### src/rtl/clksel_pkg.sv
package clksel_pkg;
  typedef enum logic {SRC_INT = 1'b0, SRC_EXT = 1'b1} src_e;
  typedef enum logic [1:0] {
    OUT_FAST = 2'b00, OUT_EXT = 2'b01, OUT_SLOW = 2'b10, OUT_CPU = 2'b11
  } out_sel_e;
  typedef enum logic [1:0] {PH_RUN, PH_DROP, PH_SYNC1, PH_SYNC2} phase_e;

  localparam logic [1:0] ADDR_OUT  = 2'd0;
  localparam logic [1:0] ADDR_CPU  = 2'd1;
  localparam logic [1:0] ADDR_STAT = 2'd2;

  // last count value before the divider wraps
  function automatic logic div_at_end(int unsigned cnt, int unsigned div);
    return cnt == div - 1;
  endfunction

  function automatic logic [7:0] status_word(logic por_f, logic wdr_f);
    return {6'b0, wdr_f, por_f};
  endfunction
endpackage

### src/rtl/clksel_regs.sv
module clksel_regs
  import clksel_pkg::*;
(
  input  logic       clk,
  input  logic       por_n,
  input  logic       wdr,
  input  logic       wr_en,
  input  logic [1:0] wr_addr,
  input  logic [7:0] wr_data,
  input  logic [1:0] rd_addr,
  input  logic       sleep_enter,
  output logic [7:0] rd_data,
  output out_sel_e   out_sel,
  output src_e       cpu_sel,
  output logic       por_flag,
  output logic       wdr_flag
);
  logic wr_out, wr_cpu, wr_stat;
  assign wr_out  = wr_en && wr_addr == ADDR_OUT;
  assign wr_cpu  = wr_en && wr_addr == ADDR_CPU;
  assign wr_stat = wr_en && wr_addr == ADDR_STAT;

  always_ff @(posedge clk or negedge por_n) begin
    if (!por_n) begin
      out_sel  <= OUT_FAST;
      cpu_sel  <= SRC_INT;
      por_flag <= 1'b1;
      wdr_flag <= 1'b0;
    end else if (wdr) begin
      out_sel  <= OUT_FAST;
      cpu_sel  <= SRC_INT;
      wdr_flag <= 1'b1;
    end else begin
      if (wr_out) out_sel <= out_sel_e'(wr_data[1:0]);
      if (sleep_enter) cpu_sel <= SRC_INT;
      else if (wr_cpu) cpu_sel <= src_e'(wr_data[0]);
      if (wr_stat && wr_data[0]) por_flag <= 1'b0;
      if (wr_stat && wr_data[1]) wdr_flag <= 1'b0;
    end
  end

  always_comb begin
    case (rd_addr)
      ADDR_OUT:  rd_data = {6'b0, out_sel};
      ADDR_CPU:  rd_data = {7'b0, cpu_sel};
      ADDR_STAT: rd_data = status_word(por_flag, wdr_flag);
      default:   rd_data = 8'h00;
    endcase
  end

  assert_wdr_keeps_por_R9: assert property (@(posedge clk) disable iff (!por_n)
    wdr |=> wdr_flag && por_flag == $past(por_flag));
  assert_w1c_clears_R10: assert property (@(posedge clk) disable iff (!por_n)
    (!wdr && wr_stat && wr_data[1]) |=> !wdr_flag);
endmodule

### src/rtl/clksel_switch.sv
module clksel_switch
  import clksel_pkg::*;
(
  input  logic   clk,
  input  logic   por_n,
  input  logic   wdr,
  input  src_e   sel_req,
  input  logic   force_int,
  input  logic   int_tick,
  input  logic   ext_tick,
  output src_e   cur_src,
  output phase_e phase
);
  logic cur_pulse;
  assign cur_pulse = (cur_src == SRC_INT) ? int_tick : ext_tick;

  always_ff @(posedge clk or negedge por_n) begin
    if (!por_n) begin
      cur_src <= SRC_INT;
      phase   <= PH_RUN;
    end else if (wdr || force_int) begin
      cur_src <= SRC_INT;
      phase   <= PH_RUN;
    end else begin
      case (phase)
        PH_RUN:   if (sel_req != cur_src) phase <= PH_DROP;
        PH_DROP:  if (cur_pulse) begin
                    cur_src <= src_e'(~cur_src);
                    phase   <= PH_SYNC1;
                  end
        PH_SYNC1: if (cur_pulse) phase <= PH_SYNC2;
        PH_SYNC2: if (cur_pulse) phase <= PH_RUN;
        default:  phase <= PH_RUN;
      endcase
    end
  end

  assert_src_flips_on_old_R11: assert property (@(posedge clk) disable iff (!por_n || wdr || force_int)
    (phase == PH_DROP && !cur_pulse) |=> phase == PH_DROP && $stable(cur_src));
endmodule

### src/rtl/clksel_wake.sv
module clksel_wake #(
  parameter int unsigned RECOV = 3
) (
  input  logic clk,
  input  logic por_n,
  input  logic wdr,
  input  logic sleep_req,
  input  logic wake_req,
  input  logic slow_tick,
  output logic sleeping,
  output logic sleep_enter,
  output logic fast_run
);
  localparam int unsigned CW = (RECOV > 1) ? $clog2(RECOV) : 1;
  localparam logic [CW-1:0] LAST = CW'(RECOV - 1);

  logic          recov;
  logic [CW-1:0] cnt;
  logic          release_now;

  assign sleep_enter = sleep_req && !sleeping && !wdr;
  assign release_now = recov && slow_tick && cnt == LAST;
  assign fast_run    = !sleeping || recov;

  always_ff @(posedge clk or negedge por_n) begin
    if (!por_n) begin
      sleeping <= 1'b0;
      recov    <= 1'b0;
      cnt      <= '0;
    end else if (wdr) begin
      sleeping <= 1'b0;
      recov    <= 1'b0;
      cnt      <= '0;
    end else if (!sleeping) begin
      if (sleep_req) sleeping <= 1'b1;
    end else if (!recov) begin
      if (wake_req) begin
        recov <= 1'b1;
        cnt   <= '0;
      end
    end else if (release_now) begin
      sleeping <= 1'b0;
      recov    <= 1'b0;
      cnt      <= '0;
    end else if (slow_tick) begin
      cnt <= cnt + 1'b1;
    end
  end

  assert_no_restart_R7: assert property (@(posedge clk) disable iff (!por_n || wdr)
    (recov && wake_req && !slow_tick) |=> cnt == $past(cnt) && recov);
  assert_release_on_slow_R6: assert property (@(posedge clk) disable iff (!por_n)
    ($fell(sleeping) && !$past(wdr)) |-> $past(slow_tick) && $past(recov));
endmodule

### src/rtl/clksel_ctrl.sv
module clksel_ctrl
  import clksel_pkg::*;
#(
  parameter int unsigned DIV   = 8,
  parameter int unsigned RECOV = 3
) (
  input  logic       clk,
  input  logic       por_n,
  input  logic       wdr,
  input  logic       fast_tick,
  input  logic       slow_tick,
  input  logic       ext_tick,
  input  logic       wr_en,
  input  logic [1:0] wr_addr,
  input  logic [7:0] wr_data,
  input  logic [1:0] rd_addr,
  output logic [7:0] rd_data,
  input  logic       sleep_req,
  input  logic       wake_req,
  output logic       cpu_tick,
  output logic       clkout_tick,
  output logic       fast_run,
  output logic       asleep
);
  localparam int unsigned DW = (DIV > 1) ? $clog2(DIV) : 1;

  out_sel_e      out_sel;
  src_e          cpu_sel;
  src_e          cur_src;
  phase_e        phase;
  logic          por_flag, wdr_flag;
  logic          sleeping, sleep_enter;
  logic [DW-1:0] div_cnt;
  logic          int_tick, fast_live, gate_on;

  clksel_regs u_regs (
    .clk(clk), .por_n(por_n), .wdr(wdr), .wr_en(wr_en), .wr_addr(wr_addr),
    .wr_data(wr_data), .rd_addr(rd_addr), .sleep_enter(sleep_enter),
    .rd_data(rd_data), .out_sel(out_sel), .cpu_sel(cpu_sel),
    .por_flag(por_flag), .wdr_flag(wdr_flag)
  );

  clksel_wake #(.RECOV(RECOV)) u_wake (
    .clk(clk), .por_n(por_n), .wdr(wdr), .sleep_req(sleep_req),
    .wake_req(wake_req), .slow_tick(slow_tick), .sleeping(sleeping),
    .sleep_enter(sleep_enter), .fast_run(fast_run)
  );

  clksel_switch u_switch (
    .clk(clk), .por_n(por_n), .wdr(wdr), .sel_req(cpu_sel),
    .force_int(sleep_enter), .int_tick(int_tick), .ext_tick(ext_tick),
    .cur_src(cur_src), .phase(phase)
  );

  assign fast_live = fast_tick && fast_run;
  assign int_tick  = fast_live && !sleeping && div_at_end(32'(div_cnt), DIV);
  assign gate_on   = phase == PH_RUN && !sleeping;
  assign cpu_tick  = gate_on && ((cur_src == SRC_INT) ? int_tick : ext_tick);
  assign asleep    = sleeping;

  always_ff @(posedge clk or negedge por_n) begin
    if (!por_n)                div_cnt <= '0;
    else if (wdr || sleeping)  div_cnt <= '0;
    else if (fast_live)        div_cnt <= div_at_end(32'(div_cnt), DIV) ? '0 : div_cnt + 1'b1;
  end

  always_comb begin
    case (out_sel)
      OUT_FAST: clkout_tick = fast_live;
      OUT_EXT:  clkout_tick = ext_tick;
      OUT_SLOW: clkout_tick = slow_tick && !sleeping;
      default:  clkout_tick = cpu_tick;
    endcase
  end

  assert_slow_held_R3: assert property (@(posedge clk) disable iff (!por_n)
    (asleep && out_sel == OUT_SLOW) |-> !clkout_tick);
  assert_no_cpu_in_sleep_R5: assert property (@(posedge clk) disable iff (!por_n)
    asleep |-> !cpu_tick);
  assert_sleep_forces_int_R5: assert property (@(posedge clk) disable iff (!por_n || wdr)
    sleep_enter |=> cpu_sel == SRC_INT && cur_src == SRC_INT && !fast_run);
  assert_handover_quiet_R11: assert property (@(posedge clk) disable iff (!por_n)
    (phase != PH_RUN) |-> !cpu_tick);
endmodule

### config.mk
export PLATFORM = sky130hd
export DESIGN_NAME = clksel_ctrl
export DESIGN_NICKNAME = d
export VERILOG_FILES = /design/src/rtl/clksel_pkg.sv /design/src/rtl/clksel_regs.sv /design/src/rtl/clksel_switch.sv /design/src/rtl/clksel_wake.sv /design/src/rtl/clksel_ctrl.sv
export SDC_FILE = /design/constraint.sdc
export NUM_CORES = 1
export LEC_CHECK = 0
export CORE_AREA = 2 2 50 52
export DETAILED_ROUTE_END_ITERATION = 16
export DIE_AREA = 0 0 52 54
export PLACE_DENSITY_LB_ADDON = 0.15
export SETUP_SLACK_MARGIN = 0.05
export SLEW_MARGIN = 20
export SYNTH_ARGS = -nofsm -noshare
export SYNTH_HDL_FRONTEND = slang
export SYNTH_SLANG_ARGS = --single-unit
export TNS_END_PERCENT = 5
### constraint.sdc
create_clock -name clk -period 4.1 [get_ports clk]
set_clock_uncertainty 0.1 [all_clocks]
set_input_delay 0.82 -clock clk [delete_from_list [all_inputs] [get_ports clk]]
set_output_delay 0.82 -clock clk [all_outputs]
set_load 0.05 [all_outputs]
* Word-level counts from Yosys, hierarchy flattened
Index checks and enable logic that the tools add are counted.
** Word-level totals
- Register bits after elaboration :: 15
- Input port bits :: 21
- Output and inout port bits :: 12
** Operators by class
- Add/sub/neg operators :: 2
- Equal/unequal tests :: 17
- Mux-type cells :: 37
- Bitwise operators :: 2
- Reductions and logical operators :: 36
** Operator list (count)
- $mux W2 :: 13
- $mux W1 :: 18
- $logic_and A1 B1 Y1 :: 15
- $eq A2 B2 Y1 const B :: 6
- $ne A3 B1 Y1 const B :: 4
- $reduce_bool A2 Y1 :: 6
- $mux W3 :: 3
- $eq A2 B1 Y1 const B :: 4
- $logic_not A2 Y1 :: 4
- $pmux W2 S4 :: 1
- $pmux W2 S3 :: 1
- $reduce_bool A3 Y1 :: 2
- $ne A4 B4 Y1 const B :: 1
- $reduce_and A2 Y1 :: 2
- $reduce_and A4 Y1 :: 1
- $add A3 B1 Y3 const B :: 1
- $eq A3 B3 Y1 const B :: 1
- $logic_or A1 B1 Y1 :: 3
- $pmux W1 S3 :: 1
- $reduce_and A3 Y1 :: 1
- $add A2 B1 Y2 const B :: 1
- $logic_not A1 Y1 :: 2
- $not A1 Y1 :: 2
- $ne A1 B1 Y1 :: 1

* Logic depth before layout (Yosys ltp)
Gate-level depths: netlist (run 1).
- Depth in word-level cells :: 9
- Depth in mapped cells :: 5
- Mapped depth without buffers :: 5

* Hierarchy
A second synthesis (run 1) with hierarchy kept.
** Unflattened totals
- Cells, all modules :: 98
- Area, all modules :: 1018.5 um2
** Modules (own cells, without submodules)
- clksel_regs :: instances 1, cells an instance 32, area each 337.8 um2
- clksel_switch :: instances 1, cells an instance 25, area each 246.5 um2
- clksel_ctrl :: instances 1, cells an instance 24, area each 236.5 um2
- clksel_wake :: instances 1, cells an instance 17, area each 197.7 um2

* Least setup slack after synthesis (run 1)
Ideal clock, no wire load.
- Kind :: input-to-output
- Start point :: in fast_tick
- End point :: out cpu_tick
- Data arrival time :: 1.877 ns
- Slack :: 1.303 ns
- Stages on the path :: 3
- Cell sequence :: buf_2 -> nand3b_1 -> a21oi_1
** On the way
- Word-level cells in the longest chain between the ends :: 5
** Ends and longest elaborated chain
- start: declaration :: RTL line clksel_ctrl.sv:10 : input logic fast_tick,
- $logic_and A1 B1 Y1 :: RTL line clksel_ctrl.sv:55 : assign fast_live = fast_tick && fast_run;
- $logic_and A1 B1 Y1 (2 in a row) :: RTL line clksel_ctrl.sv:56 : assign int_tick = fast_live && !sleeping && div_at_end(32'(div_cnt), DIV);
- $mux W1 :: RTL line clksel_ctrl.sv:58 : assign cpu_tick = gate_on && ((cur_src == SRC_INT) ? int_tick : ext_tick);
- $logic_and A1 B1 Y1 :: RTL line clksel_ctrl.sv:58
- end: declaration :: RTL line clksel_ctrl.sv:20 : output logic cpu_tick,
No other way between the ends.

* Worst setup path in the final report (run 1)
Ends and elaborated chain as after synthesis.

==> results.toml, run 1 <==
[status]
status = "finished, final reports clean"

[cells_and_area]
stdcell_count = 152
num_antenna_cells = 0
area_delta_synth_final_pct = 23.28
nNetsFinal = 150
drive_gt1_share_pct = 6.557

[global_route]
grt_pass1_wl_um = 3201
antenna_found_initial = 0
grt.overflow.total = 0
first_global_vias = 759
grt_start_max_net_pins = 16
grt.total_usage_pct = 15.79

[floorplan]
die_h_um = 54
io_pins = 33
die_x_um = 52
coreArea_um2 = 2320
num_rows = 18
initial_core_util_pct = 42.39
dieArea_um2 = 2808

[setup_path]
arrival_ps = 2430
crit_fanout = 2
critPathLaunchType = "input port"
required_ps = 3180
path_class = "input port to output pin"
end_kind = "output pin"

[power]
p_leak_nw = 0.5143
power.density_nw_per_um2 = 266.8
ir_drop_mv = 0.2120
p_total_uw = 323.4

[routing]
drt_iter0_drc = 5
drc = 0
vias_per_cell = 5.204
routed_wl_um = 2009
first_pass_iters = 4
drt.antenna.violating_nets = 0
wire_per_inst_um = 13.22
via_count = 791

[clocking]
cts-resized-gates = 0
cts_tree = "built"
postCtsSetupBuffers = 0
cts_root_buf = "clkbuf_4"
clk_path_buf_depth = 2
path_clk_slew_ps = 90
clock_latency_ps = 280
htree_levels = 1
cts_sinks = 15
numCtsBuffers = 3
holdBufCountCts = 0

[logic_synthesis]
synth_cells = 101
syn_avg_cell_area_um2 = 9.737
seq_area_frac_synth_pct = 38.30
ys_ff_latch = 15
ys_warn_count = 0
synthDistinctLibCells = 33
synth_area_um2 = 983.4

[placement]
finalWeightedCongestion = 0.7199
dp_hpwl_um = 1469
dp.cells = 148
port_buffers = 20

[timing]
finalCriticalPeriod_ps = 3351
rsz0062_at_grt = "false"
hold_violations = 0
max_slew_margin_pct = 54.90
fmax_mhz = 298.4
setup_tns_ps = 0
period_share_pct = 81.73
worst-slew-pin-transition_ps = 674.4
setup_violations = 0
drv_slew = 0

[flow_run]
maxCapViolCount = 0

[min_path]
hp-class = "flop to flop"
layout make-up:
cell class                      instances  area (um2)
Fill cell                             217        1107
Multi-Input combinational cell         75       540.5
Sequential cell                        15       376.6
Timing Repair Buffer                   21       205.2
Tap cell                               30       37.54
Clock buffer                            4       26.28
Inverter                                7       26.28
Yosys cell counts:
cell type | n | area share, %
a21o_1 | 1 | 0.76
xnor2_1 | 1 | 0.89
dfrtp_1 | 14 | 36
o31ai_1 | 1 | 0.76
or4_1 | 1 | 0.76
nand3b_1 | 7 | 5.3
nor3_1 | 3 | 1.5
a21oi_1 | 6 | 3.1
buf_1 | 1 | 0.38
ha_1 | 6 | 7.6
or4b_1 | 1 | 1.0
buf_2 | 2 | 1.0
inv_2 | 1 | 0.38
a211oi_1 | 2 | 1.5
mux2_2 | 1 | 1.1
nor3b_1 | 1 | 0.76
conb_1 | 1 | 0.38
nor2_1 | 5 | 1.9
a32o_1 | 2 | 2.0
nand2b_1 | 5 | 3.2
nand4bb_1 | 1 | 1.1
buf_4 | 6 | 4.6
nand4b_1 | 1 | 0.89
o22a_1 | 1 | 0.89
nand2_1 | 3 | 1.1
mux2i_1 | 10 | 10
o21ai_0 | 5 | 2.5
a311oi_1 | 1 | 0.89
or3_1 | 2 | 1.3
dfstp_2 | 1 | 2.7
inv_1 | 6 | 2.3
o31a_1 | 1 | 0.89
o21ai_1 | 1 | 0.51
worst paths after layout:
check,startpoint,to,slack [ps],depth (start not counted)
min in group asynchronous,por_n,u_regs.cpu_sel,850,1
worst min register to register,u_regs.por_flag,u_regs.por_flag,370,1
max in group asynchronous,por_n,div_cnt[2],2630,1
worst min-delay path,u_regs.por_flag,u_regs.por_flag,370,1
worst max-delay path,fast_tick,cpu_tick,750,4
worst max register to register,u_switch.phase[1],u_switch.phase[0],2260,5
where the power goes:
part	total [mW]	switching (mW)	internal, mW
Sequential	0.158	0.00597	0.152
Clock	0.0847	0.0471	0.0377
Combinational	0.0805	0.0487	0.0318
layout by cell type (no fill, tap or decap), drive strengths merged, types with 4 or more instances in the layout:
cell type and instances:
nand2b 5, clkdlybuf4s50 19, a21oi 6, nor2 5
clkbuf 4, dfrtp 14, nand3b 7, conb 6
mux2i 10, ha 6, inv 7, o21ai 6
critical path, stage by stage:
cell and delay [ps]:
clkdlybuf4s50_1 490, nand3b_1 110, a21oi_1 190, clkdlybuf4s50_1 820
registers in the layout (all words and copies together), names as in the netlist, 2 cells and up:
name and cells:
div_cnt 3, u_switch.phase 2, u_wake.cnt 2, u_regs.out_sel 2
cells by family (layout without fill, tap and decap cells):
| family | after synthesis | in the layout | share of synthesized area (%) |
|---|---|---|---|
| flip-flops | 15 | 15 | 38.30 |
| other | 1 | 6 | 0.3813 |
| XOR/XNOR | 1 | 1 | 0.8907 |
| buffers and inverters | 16 | 32 | 8.650 |
| adder cells (fa/ha/maj) | 6 | 6 | 7.633 |
| AND/OR/NAND/NOR | 30 | 30 | 18.96 |
| AO/OA/AOI/OAI | 21 | 21 | 13.87 |
| multiplexers | 11 | 11 | 11.32 |
metrics by stage:
| stage | util (%) | hold slack [ps] | area, um2 | worst slack (ps) |
|---|---|---|---|---|
| final | 52.27 | 372.3 | 1212 | 749.2 |
| after global routing | 52.27 | 384.4 | 1212 | 702.2 |
| after CTS | 52.27 | 369.2 | 1212 | 758.1 |
| after detailed placement | 51.13 | 354.3 | 1186 | 769.3 |
| after global placement | 51.13 | 354.0 | 1186 | 760.5 |
| after floorplan | - | 340.5 | 1002 | 1303 |
metal layers:
layer | track usage, % | vias up | share of wire, %
met5 | 0 | - | 0
met4 | 5.263 | 0 | 0.65
met3 | 3.056 | 2 | 5.1
met2 | 30.38 | 21 | 51
met1 | 17.21 | 369 | 43
li1 | - | 399 | -
Power figures use the tool's default switching activity.
==> run 2, diff against run 1 <==
--- a/config.mk
+++ b/config.mk
@@ -5,9 +5,9 @@
 export SDC_FILE = /design/constraint.sdc
 export NUM_CORES = 1
 export LEC_CHECK = 0
-export CORE_AREA = 2 2 50 52
+export CORE_AREA = 2 2 53 55
 export DETAILED_ROUTE_END_ITERATION = 16
-export DIE_AREA = 0 0 52 54
+export DIE_AREA = 0 0 55 57
 export PLACE_DENSITY_LB_ADDON = 0.15
 export SETUP_SLACK_MARGIN = 0.05
 export SLEW_MARGIN = 20
==> constraint.sdc (replaced) <==
create_clock -name clk -period 2.97 [get_ports clk]
set_clock_uncertainty 0.1 [all_clocks]
set_input_delay 0.594 -clock clk [delete_from_list [all_inputs] [get_ports clk]]
set_output_delay 0.594 -clock clk [all_outputs]
set_load 0.05 [all_outputs]
==> run 2 against run 1 <==
Worst setup slack worse by 460 ps. Hold slack got worse by 11 ps. Die area increased by 12%. First-iteration DRC count is 80% higher. Critical endpoint is now clkout_tick. Highest routed layer unchanged.
==> results.toml, run 2 (synthesis gave the netlist of run 1 again) <==
[status]
status = "finished, final reports clean"

[placement]
finalWeightedCongestion = 0.7506
dp_hpwl_um = 1538
port_buffers = 20
dp.cells = 149

[timing]
max_slew_margin_pct = 51.27
worst-slew-pin-transition_ps = 728.6
setup_violations = 0
whs_ps = 361.5
drv_slew = 0
finalCriticalPeriod_ps = 2680
fmax_mhz = 373.1
rsz0062_at_grt = "false"
hold_violations = 0
setup_tns_ps = 0
period_share_pct = 90.24

[floorplan]
die_x_um = 55
initial_core_util_pct = 37.61
num_rows = 19
dieArea_um2 = 3135
io_pins = 33
coreArea_um2 = 2615
die_h_um = 57

[routing]
vias_per_cell = 5.163
wire_per_inst_um = 12.93
routed_wl_um = 1979
drt.antenna.violating_nets = 0
drt_iter0_drc = 9
via_count = 790
first_pass_iters = 3
drc = 0

[global_route]
first_global_vias = 754
antenna_found_initial = 0
grt_pass1_wl_um = 3125
grt_start_max_net_pins = 16
grt.overflow.total = 0
grt.total_usage_pct = 13.55

[cells_and_area]
num_antenna_cells = 0
nNetsFinal = 150
drive_gt1_share_pct = 9.016
final_common_cell = "clkdlybuf4s50_1"
layout_common_cells = "clkdlybuf4s50_1, dfrtp_1, mux2i_1"
largest_register = "div_cnt"
stdcell_count = 153
area_delta_synth_final_pct = 25.19
n_fill_cell = 265
largest_register_ff_count = 3

[power]
p_int_uw = 309.9
clkPwrFrac_pct = 25.3
power.density_nw_per_um2 = 364.1
pwr-share-seq_pct = 48.7
pwr-share-comb_pct = 26.0
p_leak_nw = 0.5268
ir_drop_mv = 0.2165
swShare_pct = 30.86
p_switching_uw = 138.3

[setup_path]
path_class = "input port to output pin"
critPathLaunchType = "input port"
arrival_ps = 1990
reg2reg_depth = 5
crit_fanout = 5
required_ps = 2280
end_kind = "output pin"

[clocking]
htree_levels = 1
cts_tree = "built"
postCtsSetupBuffers = 0
cts-resized-gates = 0
holdBufCountCts = 0
clk_path_buf_depth = 2
path_clk_slew_ps = 90
clock_latency_ps = 270
numCtsBuffers = 3
cts_root_buf = "clkbuf_4"
cts_sinks = 15

[flow_run]
maxCapViolCount = 0

[min_path]
hp-class = "flop to flop"
whs_path_depth = 1
## run 2: changes by cell type in the layout (fill, tap and decap cells not counted), sizes merged
cell	previous run	this run
buf	2	5
clkdlybuf4s50	19	16
## run 2: stage by stage
stage | total power, mW | worst slack (ps) | util, % | cell area (um2)
finish | 0.4482 | 290.0 | 47.08 | 1231
global route | 0.4752 | 238.2 | 47.08 | 1231
CTS | 0.4557 | 282.4 | 47.08 | 1231
detailed placement | 0.3398 | 287.6 | 46.08 | 1205
global placement | 0.3391 | 285.5 | 46.08 | 1205
floorplan | 0.2968 | 563.9 | - | 1002
## run 2: path summary, 6_finish.rpt
kind	startpoint	slack, ps	to
worst min register to register	u_regs.por_flag	360	u_regs.por_flag
worst max-delay path	fast_tick	290	clkout_tick
max in group asynchronous	por_n	1670	div_cnt[2]
worst max register to register	u_switch.phase[1]	1160	u_switch.phase[0]
min in group asynchronous	por_n	650	u_regs.wdr_flag
worst min-delay path	u_regs.por_flag	360	u_regs.por_flag
## run 2: critical path, cell delays in order
cell	delay, ps
clkdlybuf4s50_1	500
mux2_2	300
a32o_1	200
o22a_1	220
buf_12	160
## run 2: layout make-up
cell class              count  area, um2  area share (%)
repair buffers             21      222.7           18.09
inverters                   7      26.28           2.134
flip-flops and latches     15      376.6           30.59
multi-input cells          75      540.5           43.90
clock buffers               4      26.28           2.134
well taps                  31      38.79           3.150
## run 2: power by group through the flow
stage | clock network, mW | registers [mW] | logic, mW
floorplan | 0 | 0.222 | 0.0744
global placement | 0 | 0.223 | 0.117
detailed placement | 0 | 0.223 | 0.117
CTS | 0.119 | 0.219 | 0.118
global route | 0.131 | 0.220 | 0.124
finish | 0.113 | 0.218 | 0.116
## run 2: metal layers
layer  vias to the layer above  GRT usage (%)  share of wire, %
met1                       378          14.67                45
li1                        395              -                 -
met4                         0          5.226              0.76
met3                         2          2.356               4.2
met2                        15          25.00                50
met5                         -              0                 0
==> run 3, diff against run 2 <==
--- a/config.mk
+++ b/config.mk
@@ -5,9 +5,9 @@
 export SDC_FILE = /design/constraint.sdc
 export NUM_CORES = 1
 export LEC_CHECK = 0
-export CORE_AREA = 2 2 53 55
+export CORE_AREA = 2 2 56 58
 export DETAILED_ROUTE_END_ITERATION = 16
-export DIE_AREA = 0 0 55 57
+export DIE_AREA = 0 0 58 60
 export PLACE_DENSITY_LB_ADDON = 0.15
 export SETUP_SLACK_MARGIN = 0.05
 export SLEW_MARGIN = 20
==> run 3 against run 2 <==
Routed wire length decreased by 1.0%. Sequential share of layout area fell by 0.062 points. Hold slack better by 9.5 ps. Critical path depth stayed put. Worst setup slack gained 18 ps. Combinational power about the same. Total power up 0.72%. Design area grew 0.20%. Sequential power barely moved. Count of clock-buffer cells in the layout is the same. Highest routed layer unchanged. Via count decreased by 0.76%. Critical endpoint unchanged. Clock power grew 4%. Critical path type unchanged. Largest power group unchanged.
==> results.toml, run 3 (synthesis gave the netlist of run 1 again) <==
[status]
status = "finished, final reports clean"

[timing]
rsz0062_at_grt = "false"
finalCriticalPeriod_ps = 2662
setup_violations = 0
drv_slew = 0
hold_violations = 0
setup_tns_ps = 0
worst-slew-pin-transition_ps = 698.4
max_slew_margin_pct = 53.29
period_share_pct = 89.63
fmax_mhz = 375.6

[cells_and_area]
layout_common_cells = "clkdlybuf4s50_1, dfrtp_1, mux2i_1"
final_util_pct = 42.50
largest_register = "div_cnt"
final_common_cell = "clkdlybuf4s50_1"
largest_register_ff_count = 3
area_delta_synth_final_pct = 25.44
drive_gt1_share_pct = 9.016
num_antenna_cells = 0
nNetsFinal = 150

[floorplan]
coreArea_um2 = 2903
die_h_um = 60
io_pins = 33
num_rows = 20
initial_core_util_pct = 33.88
dieArea_um2 = 3480
die_x_um = 58

[power]
power.density_nw_per_um2 = 365.9
p_leak_nw = 0.5268
ir_drop_mv = 0.1941

[setup_path]
critPathLaunchType = "input port"
reg2reg_depth = 5
crit_fanout = 5
cp_slowest_stage_delay_ps = 490
arrival_ps = 1970
path_class = "input port to output pin"
slowest_stage = "clkdlybuf4s50_1"
critical_path.cell_chain = "clkdlybuf4s50_1 > mux2_2 > a32o_1 > o22a_1 > buf_12"
end_kind = "output pin"
required_ps = 2280

[placement]
port_buffers = 20
finalWeightedCongestion = 0.7638
dp_hpwl_um = 1512

[routing]
vias_per_cell = 5.058
drt_iter0_drc = 12
wire_per_inst_um = 12.64
drt.antenna.violating_nets = 0
first_pass_iters = 3
drc = 0
via_count = 784
routed_wl_um = 1959

[clocking]
cts_sinks = 15
cts_tree = "built"
holdBufCountCts = 0
clk_path_buf_depth = 2
path_clk_slew_ps = 90
htree_levels = 1
numCtsBuffers = 3
cts_root_buf = "clkbuf_4"
cts-resized-gates = 0
clock_latency_ps = 280
postCtsSetupBuffers = 0

[flow_run]
maxCapViolCount = 0

[min_path]
whs_path_depth = 1
hp-class = "flop to flop"

[global_route]
grt.overflow.total = 0
grt.total_usage_pct = 12.37
antenna_found_initial = 0
grt_pass1_wl_um = 3146
grt_start_max_net_pins = 16
first_global_vias = 696
==> run 3: critical path: cells and delay by family <==
kind            cells  cell delay [ps]
buf+inv             2              650
compound gates      2              430
mux                 1              290
==> run 3: worst paths after layout <==
check / start / end / slack (ps)
worst min-delay path: u_regs.por_flag / u_regs.por_flag / 370
worst max-delay path: fast_tick / clkout_tick / 310
worst min register to register: u_regs.por_flag / u_regs.por_flag / 370
worst max register to register: u_switch.phase[1] / u_switch.phase[0] / 1160
min in group asynchronous: por_n / u_switch.phase[1] / 630
max in group asynchronous: por_n / u_wake.cnt[0] / 1700
==> run 3: metal layers <==
layer	GRT usage, %	wire length (um)	vias to the layer above
met2	19.64	929	15
li1	-	-	398
met4	4.983	18	0
met1	15.11	920	369
met5	0	0	-
met3	4.762	90	2
==> run 3: cell type report <==
class	count	area, um2
Clock buffer	4	26.28
Fill cell	313	1669
Inverter	7	26.28
Multi-Input combinational cell	75	540.5
Sequential cell	15	376.6
Tap cell	33	41.29
Timing Repair Buffer	21	222.7
==> run 3: where the power goes <==
part / switching [mW] / total, mW / leakage, nW / internal (mW)
logic: 0.0685 / 0.116 / 0.314 / 0.0479
registers: 0.00812 / 0.218 / 0.198 / 0.210
clock network: 0.0649 / 0.117 / 0.0150 / 0.0520
==> run 3: through the flow <==
stage	instance area [um2]	total power [mW]	hold slack (ps)	cells	setup slack, ps
finish	1234	0.4514	371.0	155	307.9
global route	1234	0.4803	392.6	155	283.4
CTS	1234	0.4605	377.1	155	313.4
detailed placement	1207	0.3397	363.5	151	315.9
global placement	1207	0.3390	353.9	151	303.2
floorplan	1002	0.2968	198.4	106	563.9
